File: src/rtl/pt_pkg.sv
// Package for the page-table translator.
// Holds the default geometry and the per-entry update action encoding.
// Assumes: the frame field and the page index are each at least one bit wide.
package pt_pkg;

    localparam int DEF_VA_W  = 16;
    localparam int DEF_PA_W  = 16;
    localparam int DEF_OFF_W = 12;

    // Update chosen for one table entry in one cycle
    typedef enum logic [1:0] {
        UPD_HOLD = 2'd0,   // keep everything
        UPD_LOAD = 2'd1,   // write port reloads frame/valid, drops accessed flag
        UPD_MARK = 2'd2,   // translation sets the accessed flag
        UPD_WIPE = 2'd3    // bulk clear drops the accessed flag
    } pte_upd_e;

    // Priority: load over mark over wipe
    function automatic pte_upd_e pick_upd(input logic load, input logic mark, input logic wipe);
        if (load)      return UPD_LOAD;
        else if (mark) return UPD_MARK;
        else if (wipe) return UPD_WIPE;
        else           return UPD_HOLD;
    endfunction

endpackage

File: src/rtl/pt_entry_store.sv
// Storage for all page table entries: frame number, valid flag, accessed flag.
// Each entry is updated on its own by the action picked from the write port,
// the translator's mark vector and the bulk clear.
// Assumes: at most one write per cycle, and a mark vector that is onehot0.
module pt_entry_store
    import pt_pkg::*;
#(
    parameter int N_ENT   = 16,
    parameter int IDX_W   = 4,
    parameter int FRAME_W = 4
) (
    input  logic                            clk,
    input  logic                            rst_n,
    input  logic                            wr_en,
    input  logic [IDX_W-1:0]                wr_idx,
    input  logic [FRAME_W-1:0]              wr_frame,
    input  logic                            wr_valid,
    input  logic [N_ENT-1:0]                mark_vec,
    input  logic                            wipe,
    output logic [N_ENT-1:0][FRAME_W-1:0]   frame_tbl,
    output logic [N_ENT-1:0]                valid_tbl,
    output logic [N_ENT-1:0]                ref_tbl
);

    for (genvar g = 0; g < N_ENT; g++) begin : g_ent
        logic     load_g;
        pte_upd_e act_g;

        // Decode whether the write port targets this entry and pick the action
        always_comb begin
            load_g = wr_en && (wr_idx == IDX_W'(g));
            act_g  = pick_upd(load_g, mark_vec[g], wipe);
        end

        // Apply the chosen action to this entry's fields
        always_ff @(posedge clk) begin
            if (!rst_n) begin
                frame_tbl[g] <= '0;
                valid_tbl[g] <= 1'b0;
                ref_tbl[g]   <= 1'b0;
            end else begin
                case (act_g)
                    UPD_LOAD: begin
                        frame_tbl[g] <= wr_frame;
                        valid_tbl[g] <= wr_valid;
                        ref_tbl[g]   <= 1'b0;
                    end
                    UPD_MARK: ref_tbl[g] <= 1'b1;
                    UPD_WIPE: ref_tbl[g] <= 1'b0;
                    default:  ref_tbl[g] <= ref_tbl[g];
                endcase
            end
        end
    end

endmodule

File: src/rtl/pt_lookup.sv
// Translation path: splits the virtual address, selects the entry, builds the
// physical address and registers the result one cycle after the request.
// It also drives the one-hot mark vector that sets the accessed flag.
// Assumes: PA_W == FRAME_W + OFF_W, and the table contents seen are the pre-edge values.
module pt_lookup #(
    parameter int VA_W    = 16,
    parameter int PA_W    = 16,
    parameter int OFF_W   = 12,
    parameter int N_ENT   = 16,
    parameter int IDX_W   = 4,
    parameter int FRAME_W = 4
) (
    input  logic                            clk,
    input  logic                            rst_n,
    input  logic                            req,
    input  logic [VA_W-1:0]                 vaddr,
    input  logic [N_ENT-1:0][FRAME_W-1:0]   frame_tbl,
    input  logic [N_ENT-1:0]                valid_tbl,
    output logic [N_ENT-1:0]                mark_vec,
    output logic                            done,
    output logic [PA_W-1:0]                 paddr,
    output logic                            fault
);

    logic [IDX_W-1:0]   page_idx;
    logic [OFF_W-1:0]   page_off;
    logic [FRAME_W-1:0] sel_frame;
    logic               sel_valid;

    // Split the address and read the selected entry
    always_comb begin
        page_idx  = vaddr[VA_W-1:OFF_W];
        page_off  = vaddr[OFF_W-1:0];
        sel_frame = frame_tbl[page_idx];
        sel_valid = valid_tbl[page_idx];
    end

    for (genvar g = 0; g < N_ENT; g++) begin : g_mark
        // Flag the entry a successful translation touches
        assign mark_vec[g] = req && sel_valid && (page_idx == IDX_W'(g));
    end

    // Register the translation outcome and the done strobe
    always_ff @(posedge clk) begin
        if (!rst_n) begin
            done  <= 1'b0;
            paddr <= '0;
            fault <= 1'b0;
        end else begin
            done <= req;
            if (req) begin
                fault <= !sel_valid;
                paddr <= sel_valid ? {sel_frame, page_off} : '0;
            end
        end
    end

endmodule

File: src/rtl/pt_readback.sv
// Combinational inspection port: returns the fields of one selected entry.
// Assumes: the index is always in range (N_ENT == 2**IDX_W).
module pt_readback #(
    parameter int N_ENT   = 16,
    parameter int IDX_W   = 4,
    parameter int FRAME_W = 4
) (
    input  logic [IDX_W-1:0]                idx,
    input  logic [N_ENT-1:0][FRAME_W-1:0]   frame_tbl,
    input  logic [N_ENT-1:0]                valid_tbl,
    input  logic [N_ENT-1:0]                ref_tbl,
    output logic [FRAME_W-1:0]              frame,
    output logic                            valid,
    output logic                            refd
);

    // Mux the selected entry onto the read-back outputs
    always_comb begin
        frame = frame_tbl[idx];
        valid = valid_tbl[idx];
        refd  = ref_tbl[idx];
    end

endmodule

File: src/rtl/page_xlate_top.sv
// Page-table translator top: a single-level table of 2**(VA_W-OFF_W) entries
// with a write port, a bulk clear of accessed flags, a registered translation
// path and a combinational read-back port.
// Assumes: synchronous active-low reset, and PA_W > OFF_W.
module page_xlate_top
    import pt_pkg::*;
#(
    parameter int VA_W  = DEF_VA_W,
    parameter int PA_W  = DEF_PA_W,
    parameter int OFF_W = DEF_OFF_W,
    localparam int IDX_W   = VA_W - OFF_W,
    localparam int N_ENT   = 1 << IDX_W,
    localparam int FRAME_W = PA_W - OFF_W
) (
    input  logic               clk,
    input  logic               rst_n,
    input  logic               xl_req,
    input  logic [VA_W-1:0]    xl_vaddr,
    output logic               xl_done,
    output logic [PA_W-1:0]    xl_paddr,
    output logic               xl_fault,
    input  logic               wr_en,
    input  logic [IDX_W-1:0]   wr_idx,
    input  logic [FRAME_W-1:0] wr_frame,
    input  logic               wr_valid,
    input  logic               ref_clear,
    input  logic [IDX_W-1:0]   rd_idx,
    output logic [FRAME_W-1:0] rd_frame,
    output logic               rd_valid,
    output logic               rd_ref
);

    logic [N_ENT-1:0][FRAME_W-1:0] frame_tbl;
    logic [N_ENT-1:0]              valid_tbl;
    logic [N_ENT-1:0]              ref_tbl;
    logic [N_ENT-1:0]              mark_vec;

    pt_entry_store #(
        .N_ENT  (N_ENT),
        .IDX_W  (IDX_W),
        .FRAME_W(FRAME_W)
    ) u_store (
        .clk      (clk),
        .rst_n    (rst_n),
        .wr_en    (wr_en),
        .wr_idx   (wr_idx),
        .wr_frame (wr_frame),
        .wr_valid (wr_valid),
        .mark_vec (mark_vec),
        .wipe     (ref_clear),
        .frame_tbl(frame_tbl),
        .valid_tbl(valid_tbl),
        .ref_tbl  (ref_tbl)
    );

    pt_lookup #(
        .VA_W   (VA_W),
        .PA_W   (PA_W),
        .OFF_W  (OFF_W),
        .N_ENT  (N_ENT),
        .IDX_W  (IDX_W),
        .FRAME_W(FRAME_W)
    ) u_lookup (
        .clk      (clk),
        .rst_n    (rst_n),
        .req      (xl_req),
        .vaddr    (xl_vaddr),
        .frame_tbl(frame_tbl),
        .valid_tbl(valid_tbl),
        .mark_vec (mark_vec),
        .done     (xl_done),
        .paddr    (xl_paddr),
        .fault    (xl_fault)
    );

    pt_readback #(
        .N_ENT  (N_ENT),
        .IDX_W  (IDX_W),
        .FRAME_W(FRAME_W)
    ) u_rd (
        .idx      (rd_idx),
        .frame_tbl(frame_tbl),
        .valid_tbl(valid_tbl),
        .ref_tbl  (ref_tbl),
        .frame    (rd_frame),
        .valid    (rd_valid),
        .refd     (rd_ref)
    );

endmodule

File: config.mk
export PLATFORM = sky130hd
export DESIGN_NAME = page_xlate_top
export DESIGN_NICKNAME = d
export VERILOG_FILES = /design/src/rtl/pt_pkg.sv /design/src/rtl/pt_entry_store.sv /design/src/rtl/pt_lookup.sv /design/src/rtl/pt_readback.sv /design/src/rtl/page_xlate_top.sv
export SDC_FILE = /design/constraint.sdc
export NUM_CORES = 1
export LEC_CHECK = 0
export ABC_AREA = 1
export BUFFER_PORTS_ARGS = -buffer_cell sky130_fd_sc_hd__buf_4
export CAP_MARGIN = 10
export CORE_MARGIN = 2
export CORE_UTILIZATION = 49
export DETAILED_ROUTE_END_ITERATION = 8
export HOLD_SLACK_MARGIN = 0.1
export MAX_ROUTING_LAYER = met4
export PLACE_DENSITY = 0.68
export SLEW_MARGIN = 20
export SYNTH_ARGS = -nofsm -noshare
export SYNTH_HDL_FRONTEND = slang
export SYNTH_SLANG_ARGS = --single-unit
File: constraint.sdc
create_clock -name clk -period 3.1 [get_ports clk]
set_clock_uncertainty 0.2 [all_clocks]
set_input_delay 0.62 -clock clk [delete_from_list [all_inputs] [get_ports clk]]
set_output_delay 0.62 -clock clk [all_outputs]
set_load 0.01 [all_outputs]
==> impl_metrics.toml <==
[floorplan]
rows = 41
die_w_um = 117.1
core-area_um2 = 12570
die_y_um = 117.1
num_io_pins = 58
dieArea_um2 = 13720
start_util_pct = 49.90

[hold_path]
holdCritPathClass = "reg -> reg"

[cts]
clock-sinks = 114
cts_resized = 0
cts_tree = "yes"
postCtsHoldBufs = 0
numCtsBuffers = 17
post_cts_buffers = 0
htree_levels = 4
clkSlewWorstSetupHoldPaths_ps = 50
cts_buffer_depth = 2
cts_root_buf = "clkbuf_16"
clock_latency_ps = 420

[power_and_ir_drop]
power.leakage_uw = 0.003249
powerDensity_nw_per_um2 = 518.3
ir_drop_v = 0.0004343

[sta]
whs_ps = 264.1
finalSetupTns_ps = 0
min_period_ps = 2747
max_slew_margin_pct = 55.46
finalMaxSlewViolations = 0
worstMarginPinSlew_ps = 667.4
min_period_over_period_pct = 88.63
hold_viol_final = 0
grt_setup_unrepaired = "no"
max_freq_ghz = 0.3640
finalSetupViolCount = 0

[placed_design]
dpl.cell_count = 1163
gp_congestion = 0.9053
dp_hpwl_um = 13020
io_buffers = 57

[global_route]
grt_max_degree = 68
grt_first_pass_wirelength_um = 31260
grt.total_usage_pct = 30.84
overflow = 0
antenna_found_initial = 0
first_global_vias = 5851

[layout]
syn2layout_area_growth_pct = 17.34
stdcell_count = 1194
fillers = 1228
insertedDiodeCount = 0
drive_gt1_share_pct = 15.85
final_util_pct = 58.55
nets = 1044

[yosys]
ys_seq_area_share_pct = 36.39
syn_nets = 1005
ys_types = 25
netlist_instances = 971
netlist_area_um2 = 6271
yosysTopAreaCell = "dfxtp_1"
yosysWarnings = 0
synthTopCellsByArea = "dfxtp_1 36%, nand2_1 16%, nor2_1 13%"
syn_avg_cell_area_um2 = 6.458
synth_top_area_share_pct = 36.39
yosys_register_bits = 114

[setup_path]
arrival_ps = 1930
startpoint_type = "input port"
required_ps = 2280
cp_max_fo = 12
crit_type = "in -> out"
worstSetupEndpointType = "primary output"

[routing]
wl_um = 19460
ant_nets = 0
num_vias = 6450
drcViolationCount = 0
firstDrtPassIters = 6
drtIter0Drc = 731
routedWlPerCell_um = 16.30
viasPerCell = 5.402

[job]
max-cap-violations = 0

[outcome]
status = "finished clean"
==> path summary, 6_finish.rpt <==
kind                                           start                  to  slack, ps  cells past startpoint
worst max-delay path                       rd_idx[1]         rd_frame[3]        350                      8
worst min-delay path               u_lookup.paddr[4]   u_lookup.paddr[4]        260                      2
worst max register to register  u_store.valid_tbl[4]  u_store.ref_tbl[3]       1380                     10
worst min register to register     u_lookup.paddr[4]   u_lookup.paddr[4]        260                      2
==> state kept, by name (all words and copies together) (netlist names) <==
signal,cells
u_lookup.done,1
u_store.ref_tbl,16
u_lookup.fault,1
u_store.valid_tbl,16
u_store.frame_tbl,64
u_lookup.paddr,16
==> layout by cell type, fill, tap and decap left out, drive strengths merged <==
cell type  instances
o221ai            15
a21oi             50
nor3               2
clkinv             3
nand2            270
nor2             213
bufinv             1
inv               61
nand3             39
o21ai            133
buf               77
clkbuf            27
nand4              1
dfxtp            114
o211ai             9
o22ai              7
==> critical path, cell delays in order <==
cell and delay (ps):
buf_4 110, inv_1 340, buf_4 240, o21ai_0 90, o221ai_1 150, o211ai_1 140, nand2_1 120, buf_4 130
==> Yosys cell counts <==
cell type and n:
o21ai_0 130, buf_8 1, nand4_1 1, buf_12 3
a21oi_1 27, o21ai_2 2, nand2_8 1, o221ai_1 15
nand2_1 269, o21ai_1 1, buf_2 14, o22ai_1 7
o211ai_1 9, nand3_2 29, dfxtp_1 114, inv_2 2
inv_1 59, clkbuf_1 32, nand3_1 10, buf_4 4
nor3_1 2, a21oi_2 23, nor2_1 213, buf_1 1
buf_6 2
==> power by group <==
group / leakage [µW] / total [µW] / internal, µW / switching (µW)
combinational: 0.00204 / 392 / 125 / 267
sequential: 0.000922 / 1510 / 1490 / 20.3
clock: 0.000289 / 1910 / 1240 / 666
==> layer usage <==
| metal | track usage (%) | part of all wire [%] | up-vias |
|---|---|---|---|
| li1 | - | - | 3196 |
| met1 | 40.38 | 45 | 2916 |
| met2 | 45.93 | 45 | 286 |
| met3 | 8.805 | 7.8 | 52 |
| met4 | 10.35 | 3.1 | 0 |
| met5 | - | 0 | - |
==> cell families after synthesis <==
family                 after synthesis  synth area share (%)
AOI/OAI and AO/OA                  214                 19.97
DFF                                114                 36.39
buffers and inverters              118                 8.779
and+or+nand+nor                    525                 34.86
==> through the flow <==
step	cell area (µm²)	power, µW	setup slack (ps)
final	7358	3814	352.6
after detailed placement	6780	1925	410.7
after floorplan	6271	1779	753.2
after CTS	7358	3824	397.3
after global routing	7358	3942	254.3
after global placement	6780	1925	429.3
==> final cells by class <==
class                   count  area, µm²  share of cell area (%)
well taps                 172      215.2                   2.925
flip-flops and latches    114       2282                   31.02
clock inverters             4      45.04                  0.6121
inverters                  61      229.0                   3.112
repair buffers             77      615.6                   8.366
clock buffers              27      533.0                   7.244
multi-input cells         739       3438                   46.73
Power figures use the tool's default switching activity.
